`src/rtl/pma_chk_pkg.sv`:
```
package pma_chk_pkg;

    localparam int unsigned ADDR_W  = 34;
    localparam int unsigned WORD_W  = ADDR_W - 2;
    localparam int unsigned CAUSE_W = 6;

    typedef enum logic [1:0] {
        ACC_FETCH = 2'd0,
        ACC_LOAD  = 2'd1,
        ACC_STORE = 2'd2
    } acc_kind_e;

    typedef enum logic [1:0] {
        SZ_BYTE = 2'd0,
        SZ_HALF = 2'd1,
        SZ_WORD = 2'd2
    } acc_size_e;

    localparam logic [CAUSE_W-1:0] CAUSE_NONE  = 6'd0;
    localparam logic [CAUSE_W-1:0] CAUSE_FETCH = 6'd1;
    localparam logic [CAUSE_W-1:0] CAUSE_LOAD  = 6'd5;
    localparam logic [CAUSE_W-1:0] CAUSE_STORE = 6'd7;

    typedef struct packed {
        logic [WORD_W-1:0] lo_word;
        logic [WORD_W-1:0] hi_word;
        logic              is_main;
        logic              exec_ok;
        logic              amo_ok;
    } region_t;

    localparam region_t REGION_VOID = '{lo_word: '0, hi_word: '0,
                                        is_main: 1'b0, exec_ok: 1'b0, amo_ok: 1'b0};

    typedef struct packed {
        logic is_main;
        logic exec_ok;
        logic amo_ok;
    } attr_t;

    typedef struct packed {
        logic               fault;
        logic [CAUSE_W-1:0] cause;
        attr_t              attr;
    } verdict_t;

endpackage

```
`src/rtl/pma_fault_eval.sv`:
```
module pma_fault_eval
    import pma_chk_pkg::*;
#(
    parameter bit ENFORCE = 1'b1
) (
    input  logic [1:0]         kind_i,
    input  logic [1:0]         size_i,
    input  logic [1:0]         offset_i,
    input  logic               amo_i,
    input  attr_t              attr_i,
    output logic               fault_o,
    output logic [CAUSE_W-1:0] cause_o
);

    logic misaligned;
    logic io_misaligned;
    logic amo_refused;

    always_comb begin
        unique case (size_i)
            SZ_BYTE: misaligned = 1'b0;
            SZ_HALF: misaligned = offset_i[0];
            default: misaligned = (offset_i != 2'b00);
        endcase
    end

    assign io_misaligned = !attr_i.is_main && misaligned;
    assign amo_refused   = amo_i && !attr_i.amo_ok;

    always_comb begin
        fault_o = 1'b0;
        cause_o = CAUSE_NONE;
        if (ENFORCE) begin
            unique case (kind_i)
                ACC_FETCH: begin
                    // Execution permission outranks any misalignment of the fetch.
                    if (!attr_i.exec_ok || !attr_i.is_main) begin
                        fault_o = 1'b1;
                        cause_o = CAUSE_FETCH;
                    end
                end
                ACC_LOAD: begin
                    if (io_misaligned || amo_refused) begin
                        fault_o = 1'b1;
                        cause_o = CAUSE_LOAD;
                    end
                end
                ACC_STORE: begin
                    if (io_misaligned || amo_refused) begin
                        fault_o = 1'b1;
                        cause_o = CAUSE_STORE;
                    end
                end
                default: begin
                    fault_o = 1'b0;
                    cause_o = CAUSE_NONE;
                end
            endcase
        end
    end

endmodule

```
`config.mk`:
```
export PLATFORM = sky130hd
export DESIGN_NAME = pma_fault_eval
export DESIGN_NICKNAME = d
export VERILOG_FILES = /design/src/rtl/pma_chk_pkg.sv /design/src/rtl/pma_fault_eval.sv
export SDC_FILE = /design/constraint.sdc
export NUM_CORES = 1
export LEC_CHECK = 0
export CORE_AREA = 4 4 41 43
export DETAILED_ROUTE_END_ITERATION = 8
export DIE_AREA = 0 0 45 47
export MAX_ROUTING_LAYER = met4
export PLACE_DENSITY = 0.48
export SETUP_SLACK_MARGIN = 0.3
export SKIP_LAST_GASP = 1
export SLEW_MARGIN = 25
export SYNTH_ARGS = -nofsm -noshare
export SYNTH_HDL_FRONTEND = slang
export SYNTH_SLANG_ARGS = --single-unit
```
`constraint.sdc`:
```
create_clock -name vclk -period 2.2
set_clock_uncertainty 0.15 [all_clocks]
set_input_delay 0.44 -clock vclk [all_inputs]
set_output_delay 0.44 -clock vclk [all_outputs]
set_load 0.01 [all_outputs]
```
Yosys cells after proc, flatten, opt, wreduce, memory -nomap -nowiden --
Cells that the tools add are included. Widths: inputs -> output; s select.
Word-level totals: flip-flop bits (word level) 0, input port bits 10, word-level logic and storage cells 22
Operators by class: reductions and logical operators 11, equality and inequality tests 3, muxes and demuxes 8
Operators by type and width (number):
- $pmux 6 s3 | 1
- $mux 3 | 2
- $eq 2x1->1 const B | 2
- $logic_not 2->1 | 2
- $pmux 1 s2 | 2
- $logic_not 1->1 | 3
- $mux 1 | 3
- $eq 2x2->1 const B | 1
- $logic_and 1x1->1 | 2
- $logic_or 1x1->1 | 2
- $reduce_bool 2->1 | 1
- $reduce_or 2->1 | 1

Logic depth before layout (Yosys ltp) --
Gate-level depths: netlist (run 1).
depth in word-level cells 6, depth in mapped cells 5

Least setup slack after synthesis (run 1) --
OpenSTA, ideal clock, no wires.
path type input to output, from input port kind_i[0], to output port cause_o[0], path slack 0.258 ns, buffers on the path 0, arrival 1.352 ns, stages on the path 5, path through inv_1 > ha_1 > nor2_1 > or4_1 > a31oi_1
On the way: cells in the longest elaborated chain, start to end 2, elaborated cells between the ends (all ways) 4, those cells by class 2 x eq/ne; 1 x mux; 1 x reduce/logical
Ends and longest elaborated chain:
- start: declaration | RTL line pma_fault_eval.sv:6 | input logic [1:0] kind_i,
- $eq 2x2->1, or another cell as far along | RTL line pma_fault_eval.sv:34 | unique case (kind_i)
- $pmux 6 s3 * | RTL line pma_fault_eval.sv:34
- end: declaration | RTL line pma_fault_eval.sv:12 | output logic [CAUSE_W-1:0] cause_o
Mark *: on every way between the ends. The rest lies on a longest branch, timed or not.

Worst setup path in the final report (run 1) --
from input port kind_i[1], to output port cause_o[0]
The elaborated chain is that of the path after synthesis.

==> results.sh, run 1 <==
export IMPL_status="complete, no violations"
export IMPL_antenna_found_initial=0
export IMPL_irDropWorstVdd_mv=0.0407
export IMPL_dpl_cell_area_um2=339
export IMPL_postLayoutCellArea_um2=395
export IMPL_leakagePower_nw=0.187
export IMPL_grt_util_all_layers=0.0536
export IMPL_post_drt_wl_per_cell_um=9.78
export IMPL_final_cell_mix="buf_2, conb_1, buf_4"
export IMPL_hold_viol=0
export IMPL_viasPerCell=3.82
export IMPL_dieHeight_um=47
export IMPL_critPathTopFamily="simple AND/OR/NAND/NOR gates"
export IMPL_max_freq_mhz=480
export IMPL_syn_instance_count=24
export IMPL_cp_data_arrival_time_ps=1490
export IMPL_io_pins=17
export IMPL_crit_path_top_delay_cell="or4_4"
export IMPL_slowest_delay_ps=430
export IMPL_core_mm2=0.00130
export IMPL_grt_pass1_vias=210
export IMPL_syn_area_per_cell_um2=6.93
export IMPL_synth_top_cell_area_share=0.301
export IMPL_portBuffers=14
export IMPL_netlist_top_cells_area="ha_1, buf_4, inv_1, o32a_2, nand3b_1"
export IMPL_cts_setup_buffers=0
export IMPL_min_from="attr_i[2]"
export IMPL_ys_seq_area_frac=0
export IMPL_clock_buffers=0
export IMPL_p_comb_frac=1.000
export IMPL_seqPwrFrac=0
export IMPL_num_vias=210
export IMPL_gp_congestion=0.645
export IMPL_antenna_left=0
export IMPL_drive_above_1_share=0.650
export IMPL_setup_tns_ps=0
export IMPL_internal_power_mw=0.0375
export IMPL_dr_first_iter_drc_count=1
export IMPL_die_w_um=45
export IMPL_flops_and_latches=0
export IMPL_switching_power_mw=0.0313
export IMPL_areaGrowthSynthToFinish_pct=138
export IMPL_path_depth=7
export IMPL_critPathCaptureType="output pin"
export IMPL_seq_area_um2=0
export IMPL_ys_types=16
export IMPL_crit_end="cause_o[0]"
export IMPL_post_route_period_util=0.947
export IMPL_fillers=159
export IMPL_layout_min_cycle_time_ps=2080
export IMPL_timing_critical_path_buf_inv=3
export IMPL_cts_hold_buffers=0
export IMPL_drv_cap=0
export IMPL_grt_pass1_wl_um=883
export IMPL_synth_cell_area_um2=166
export IMPL_required_ps=1610
export IMPL_overflow=0
export IMPL_die_area_mm2=0.00212
export IMPL_min_path_type="input pin to output pin"
export IMPL_start_util=0.128
export IMPL_slew_violations=0
export IMPL_yosysWarningCount=0
export IMPL_powerDensity_mw_per_mm2=174
export IMPL_num_rows=13
export IMPL_worst_setup_path_start_kind="input pin"
export IMPL_p_clk_frac=0
export IMPL_drc_errors=0
export IMPL_drt_wl_total_um=538
export IMPL_synth_largest_area_cell="ha_1"
export IMPL_drtPass1Iterations=2
export IMPL_cp_cell_sequence="buf_8 -> inv_4 -> ha_4 -> nor2_2 -> or4_4 -> a31oi_4 -> buf_2"
export IMPL_mostFrequentLayoutCell="buf_2"
export IMPL_grt_max_degree=6
export IMPL_setup_viol=0
export IMPL_grt_setup_unrepaired="true"
export IMPL_fin_nets=56
export IMPL_p_sw_frac=0.455
export IMPL_critPathMaxFanout=3
export IMPL_diodes=0
export IMPL_path_class="input pin to output pin"
export IMPL_crit_path_start="kind_i[1]"
==> metrics by stage <==
stage	std cells	setup slack (ps)	hold slack, ps	total power, mW	util
after floorplan	26	286	917	0.0267	-
after global placement	55	-724	1850	0.0598	0.261
after detailed placement	55	-744	1850	0.0603	0.261
after CTS	55	106	1250	0.0587	0.269
after global routing	55	72.1	1200	0.0760	0.304
final	55	116	1170	0.0688	0.304
==> cell type report <==
cell class	count	area, um2	share of cell area
multi-input cells	20	220	0.557
repair buffers	17	140	0.354
inverters	3	16.3	0.0411
well taps	15	18.8	0.0475
==> cells in the mapped netlist <==
master    count
o21ai_0       1
nor2_1        2
nand2_1       1
nand3b_1      1
nor3_1        1
or3_1         1
nor3b_1       1
a21oi_1       1
ha_1          4
conb_1        1
o32a_2        1
inv_1         3
a31oi_1       1
or4_1         1
buf_4         3
nand2b_1      1
==> worst min-delay path by stage <==
stage / cells after the start / endpoint
2_1_floorplan: 2 / cause_o[1]
3_5_place_dp: 5 / cause_o[0]
5_1_grt: 4 / cause_o[0]
6_report: 4 / cause_o[0]
4_1_cts: 4 / cause_o[1]
3_3_place_gp: 5 / cause_o[0]
==> routing by layer <==
layer  wire length (um)  global-route usage  up-vias
li1                   -                   -      112
met2                268              0.0847       11
met5                  0                   -        -
met1                202              0.0787       87
met3                 66             0.00383        0
met4                  0                   0        0
==> worst min-delay path: cells and delay by family <==
family,cells,cell delay (ps)
buf+inv,2,230
simple gates,1,140
compound gates,1,70
==> repair_timing <==
action	CTS	global route
gates resized for setup	52	19
pin swaps	5	5
setup endpoints to repair	4	4
endpoints found under the hold margin	0	0
==> cells by family (layout without fill, tap and decap cells) <==
group	Yosys count	count (layout)	synth area share
buffers and inverters	6	20	0.203
AO/OA/AOI/OAI	4	4	0.165
other	1	3	0.0225
adder cells (fa/ha/maj)	4	4	0.301
AND/OR/NAND/NOR	9	9	0.308
==> power groups by stage <==
stage          Combinational (mW)  Sequential (mW)  Clock, mW
2_1_floorplan              0.0267                0          0
3_3_place_gp               0.0598                0          0
3_5_place_dp               0.0603                0          0
4_1_cts                    0.0587                0          0
5_1_grt                    0.0760                0          0
6_report                   0.0688                0          0
Power figures use the tool's default switching activity.
==> inputs of run 2 (changes only) <==
--- a/config.mk
+++ b/config.mk
@@ -5,9 +5,10 @@
 export SDC_FILE = /design/constraint.sdc
 export NUM_CORES = 1
 export LEC_CHECK = 0
-export CORE_AREA = 4 4 41 43
+export CORE_AREA = 2 2 39 41
 export DETAILED_ROUTE_END_ITERATION = 8
-export DIE_AREA = 0 0 45 47
+export DIE_AREA = 0 0 41 43
+export GPL_ROUTABILITY_DRIVEN = 0
 export MAX_ROUTING_LAYER = met4
 export PLACE_DENSITY = 0.48
 export SETUP_SLACK_MARGIN = 0.3
==> run 2 against run 1 <==
Critical path depth stayed put. Setup slack better by 20 ps. Via count is 0.95% higher. Cell area is 8.2% lower. Global-route usage is 0.58 points higher. Non-clock buffer count stayed put. Hold slack worse by 1.9 ps. Count of clock-buffer cells in the layout stayed put. Largest power group unchanged. Highest routed layer unchanged.
==> results.sh, run 2 (synthesis gave the netlist of run 1 again) <==
export IMPL_num_rows=14
export IMPL_slowest_delay_ps=410
export IMPL_areaGrowthSynthToFinish_pct=118
export IMPL_grt_pass1_vias=198
export IMPL_fillers=163
export IMPL_die_area_mm2=0.00176
export IMPL_fin_cells=56
export IMPL_drc_errors=0
export IMPL_critPathMaxFanout=3
export IMPL_p_sw_frac=0.471
export IMPL_drv_cap=0
export IMPL_num_vias=212
export IMPL_hold_worst_slack_ps=1170
export IMPL_io_pins=17
export IMPL_fin_nets=56
export IMPL_hold_viol=0
export IMPL_p_clk_frac=0
export IMPL_switching_power_mw=0.0286
export IMPL_powerDensity_mw_per_mm2=167
export IMPL_path_class="input pin to output pin"
export IMPL_worst_setup_path_start_kind="input pin"
export IMPL_wl_met3_um=87
export IMPL_cp_cell_sequence="buf_6 -> inv_4 -> ha_4 -> nor2_2 -> or4_1 -> a31oi_2 -> buf_2"
export IMPL_grt_max_degree=6
export IMPL_antenna_found_initial=0
export IMPL_timing_critical_path_buf_inv=3
export IMPL_die_w_um=41
export IMPL_clock_buffers=0
export IMPL_critPathCaptureType="output pin"
export IMPL_leakagePower_nw=0.179
export IMPL_dp_cells=56
export IMPL_seq_area_um2=0
export IMPL_top_layer_used="met3"
export IMPL_dp_hpwl_um=410
export IMPL_grt_setup_unrepaired="true"
export IMPL_cp_data_arrival_time_ps=1470
export IMPL_diodes=0
export IMPL_drive_above_1_share=0.575
export IMPL_grt_pass1_wl_um=765
export IMPL_post_route_period_util=0.938
export IMPL_drtPass1Iterations=1
export IMPL_slew_violations=0
export IMPL_min_path_type="input pin to output pin"
export IMPL_crit_path_top_delay_cell="or4_1"
export IMPL_setup_viol=0
export IMPL_drt_wl_total_um=502
export IMPL_power_total_mw=0.0607
export IMPL_cts_setup_buffers=0
export IMPL_critPathTopFamily="simple AND/OR/NAND/NOR gates"
export IMPL_status="complete, no violations"
export IMPL_p_comb_frac=1.000
export IMPL_max_freq_mhz=485
export IMPL_start_util=0.120
export IMPL_required_ps=1610
export IMPL_portBuffers=14
export IMPL_layout_min_cycle_time_ps=2060
export IMPL_met2_length_um=214
export IMPL_irDropWorstVdd_mv=0.0565
export IMPL_core_mm2=0.00138
export IMPL_antenna_left=0
export IMPL_viasPerCell=3.79
export IMPL_final_cell_mix="buf_2, conb_1, buf_4"
export IMPL_grt_util_all_layers=0.0594
export IMPL_mostFrequentLayoutCell="buf_2"
export IMPL_overflow=0
export IMPL_internal_power_mw=0.0322
export IMPL_dr_first_iter_drc_count=0
export IMPL_cts_hold_buffers=0
export IMPL_dieHeight_um=43
export IMPL_seqPwrFrac=0
export IMPL_post_drt_wl_per_cell_um=8.96
export IMPL_multi_input_area_um2=198
export IMPL_m1WireLength_um=200
export IMPL_flops_and_latches=0
-- run 2: timing repair --
action | 4_1_cts | 5_1_grt
pin swaps | 7 | 3
resized for setup | 59 | 3
setup endpoints to repair | 4 | 4
-- run 2: per-stage QoR --
step	worst slack [ps]	instance area (um2)	utilization	setup TNS [ps]
detailed placement	-736	340	0.246	-2340
floorplan	286	180	-	0
global placement	-723	340	0.246	-2340
finish	136	363	0.262	0
CTS	106	357	0.258	0
global route	80.4	363	0.262	0
-- run 2: final timing paths --
kind / start / to / slack, ps / cells after the start
max: kind_i[1] / cause_o[0] / 140 / 7
min: attr_i[1] / fault_o / 1170 / 5
-- run 2: power by group through the flow --
stage	clock network (mW)	registers [mW]	logic (mW)
after global routing	0	0	0.0674
after CTS	0	0	0.0602
after global placement	0	0	0.0602
after detailed placement	0	0	0.0605
after floorplan	0	0	0.0267
final	0	0	0.0607
-- run 2: routing by layer --
metal,vias up,GRT usage
met4,0,0
met2,13,0.100
met1,89,0.0759
li1,110,-
met3,0,0.0105
met5,-,-
-- run 2: area by class of cell --
| class | instances | area share |
|---|---|---|
| tap | 16 | 0.0552 |
| inverter | 3 | 0.0448 |
| multi-input combinational | 20 | 0.545 |
| timing repair buffer | 17 | 0.355 |
-- run 2: worst min-delay path, stage by stage --
cell            delay (ps)
dlymetal6s2s_1          80
nand2_1                 50
nand3b_1               120
o21ai_2                 60
buf_2                  130
==> inputs of run 3 (changes only) <==
--- a/config.mk
+++ b/config.mk
@@ -11,6 +11,7 @@
 export GPL_ROUTABILITY_DRIVEN = 0
 export MAX_ROUTING_LAYER = met4
 export PLACE_DENSITY = 0.48
+export REMOVE_ABC_BUFFERS = 1
 export SETUP_SLACK_MARGIN = 0.3
 export SKIP_LAST_GASP = 1
 export SLEW_MARGIN = 25
==> constraint.sdc (replaced) <==
create_clock -name vclk -period 2.15
set_clock_uncertainty 0.15 [all_clocks]
set_input_delay 0.43 -clock vclk [all_inputs]
set_output_delay 0.43 -clock vclk [all_outputs]
set_load 0.01 [all_outputs]
==> run 3 against run 2 <==
First-iteration DRC count did not move. Via count grew 6.6%. Count of clock-buffer cells in the layout is the same. Setup slack worse by 22 ps. Non-clock buffer count grew 2. Die area did not move. Flip-flop and latch count unchanged. Wire length grew 0.60%. Cell area rose by 12%.
==> results.sh, run 3 (synthesis gave the netlist of run 1 again) <==
export IMPL_portBuffers=14
export IMPL_min_path_type="input pin to output pin"
export IMPL_clock_buffers=0
export IMPL_io_pins=17
export IMPL_status="complete, no violations"
export IMPL_drv_cap=0
export IMPL_dp_hpwl_um=396
export IMPL_cp_data_arrival_time_ps=1460
export IMPL_areaGrowthSynthToFinish_pct=144
export IMPL_num_vias=226
export IMPL_grt_max_degree=5
export IMPL_overflow=0
export IMPL_power_total_mw=0.0695
export IMPL_flops_and_latches=0
export IMPL_setup_tns_ps=0
export IMPL_die_area_mm2=0.00176
export IMPL_drc_errors=0
export IMPL_start_util=0.120
export IMPL_die_w_um=41
export IMPL_antenna_found_initial=0
export IMPL_fin_nets=58
export IMPL_seq_area_um2=0
export IMPL_setup_ws_ps=114
export IMPL_required_ps=1570
export IMPL_cts_hold_buffers=0
export IMPL_hold_viol=0
export IMPL_worst_setup_path_start_kind="input pin"
export IMPL_irDropWorstVdd_mv=0.0590
export IMPL_diodes=0
export IMPL_drt_wl_total_um=505
export IMPL_powerDensity_mw_per_mm2=171
export IMPL_critPathMaxFanout=3
export IMPL_grt_pass1_vias=217
export IMPL_final_cell_mix="buf_2, buf_6, ha_4, conb_1, buf_4"
export IMPL_core_mm2=0.00138
export IMPL_critPathCaptureType="output pin"
export IMPL_path_class="input pin to output pin"
export IMPL_setup_viol=0
export IMPL_drtPass1Iterations=1
export IMPL_grt_pass1_wl_um=821
export IMPL_drive_above_1_share=0.643
export IMPL_layout_min_cycle_time_ps=2040
export IMPL_place_ws_ps=-764
export IMPL_viasPerCell=3.90
export IMPL_slew_violations=0
export IMPL_post_drt_wl_per_cell_um=8.71
export IMPL_mostFrequentLayoutCell="buf_2"
export IMPL_dieHeight_um=43
export IMPL_grt_setup_unrepaired="true"
export IMPL_num_rows=14
export IMPL_max_freq_mhz=491
export IMPL_leakagePower_nw=0.185
export IMPL_dr_first_iter_drc_count=0
export IMPL_antenna_left=0
export IMPL_post_route_period_util=0.947
export IMPL_grt_util_all_layers=0.0624
run 3: changes by cell type in the layout (fill, tap and decap cells not counted), sizes merged:
| cell | previous run | this run |
|---|---|---|
| dlymetal6s2s | 1 | 0 |
| buf | 13 | 15 |
| clkdlybuf4s50 | 0 | 1 |
run 3: layout make-up:
cell class	instances	area, um2
Multi-Input combinational cell	20	203
Tap cell	16	20.0
Inverter	3	16.3
Fill cell	155	978
Timing Repair Buffer	19	166
run 3: per-stage QoR:
stage               instance area [um2]  hold slack, ps  cells  utilization
floorplan                           151             897     23            -
global placement                    334            1830     56        0.241
detailed placement                  334            1830     56        0.241
CTS                                 405            1200     58        0.293
global route                        405            1230     58        0.293
finish                              405            1200     58        0.293
run 3: path summary, 6_finish.rpt:
path / startpoint / endpoint / slack [ps] / depth (start not counted)
setup / recovery: kind_i[0] / cause_o[0] / 110 / 7
hold / removal: kind_i[1] / cause_o[1] / 1200 / 4
run 3: what timing repair did:
item	4_1_cts	5_1_grt
resized for setup	70	0
endpoints found under the setup margin	4	4
pin swaps	9	2
setup buffers	2	0
run 3: worst max-delay path: stages:
cell and delay [ps]:
buf_8 110, inv_4 50, ha_4 120, nor2_2 40, or4_1 390, a31oi_1 170, buf_2 150
run 3: where the power goes:
part,internal (mW),switching [mW],total [mW]
Sequential,0,0,0
Clock,0,0,0
Combinational,0.0397,0.0298,0.0695
Total,0.0397,0.0298,0.0695
run 3: layer usage:
layer	vias to the layer above	GRT usage	routed length, um
li1	114	-	-
met1	100	0.0759	231
met2	12	0.116	211
met3	0	0	63
met4	0	0	0
met5	-	-	0
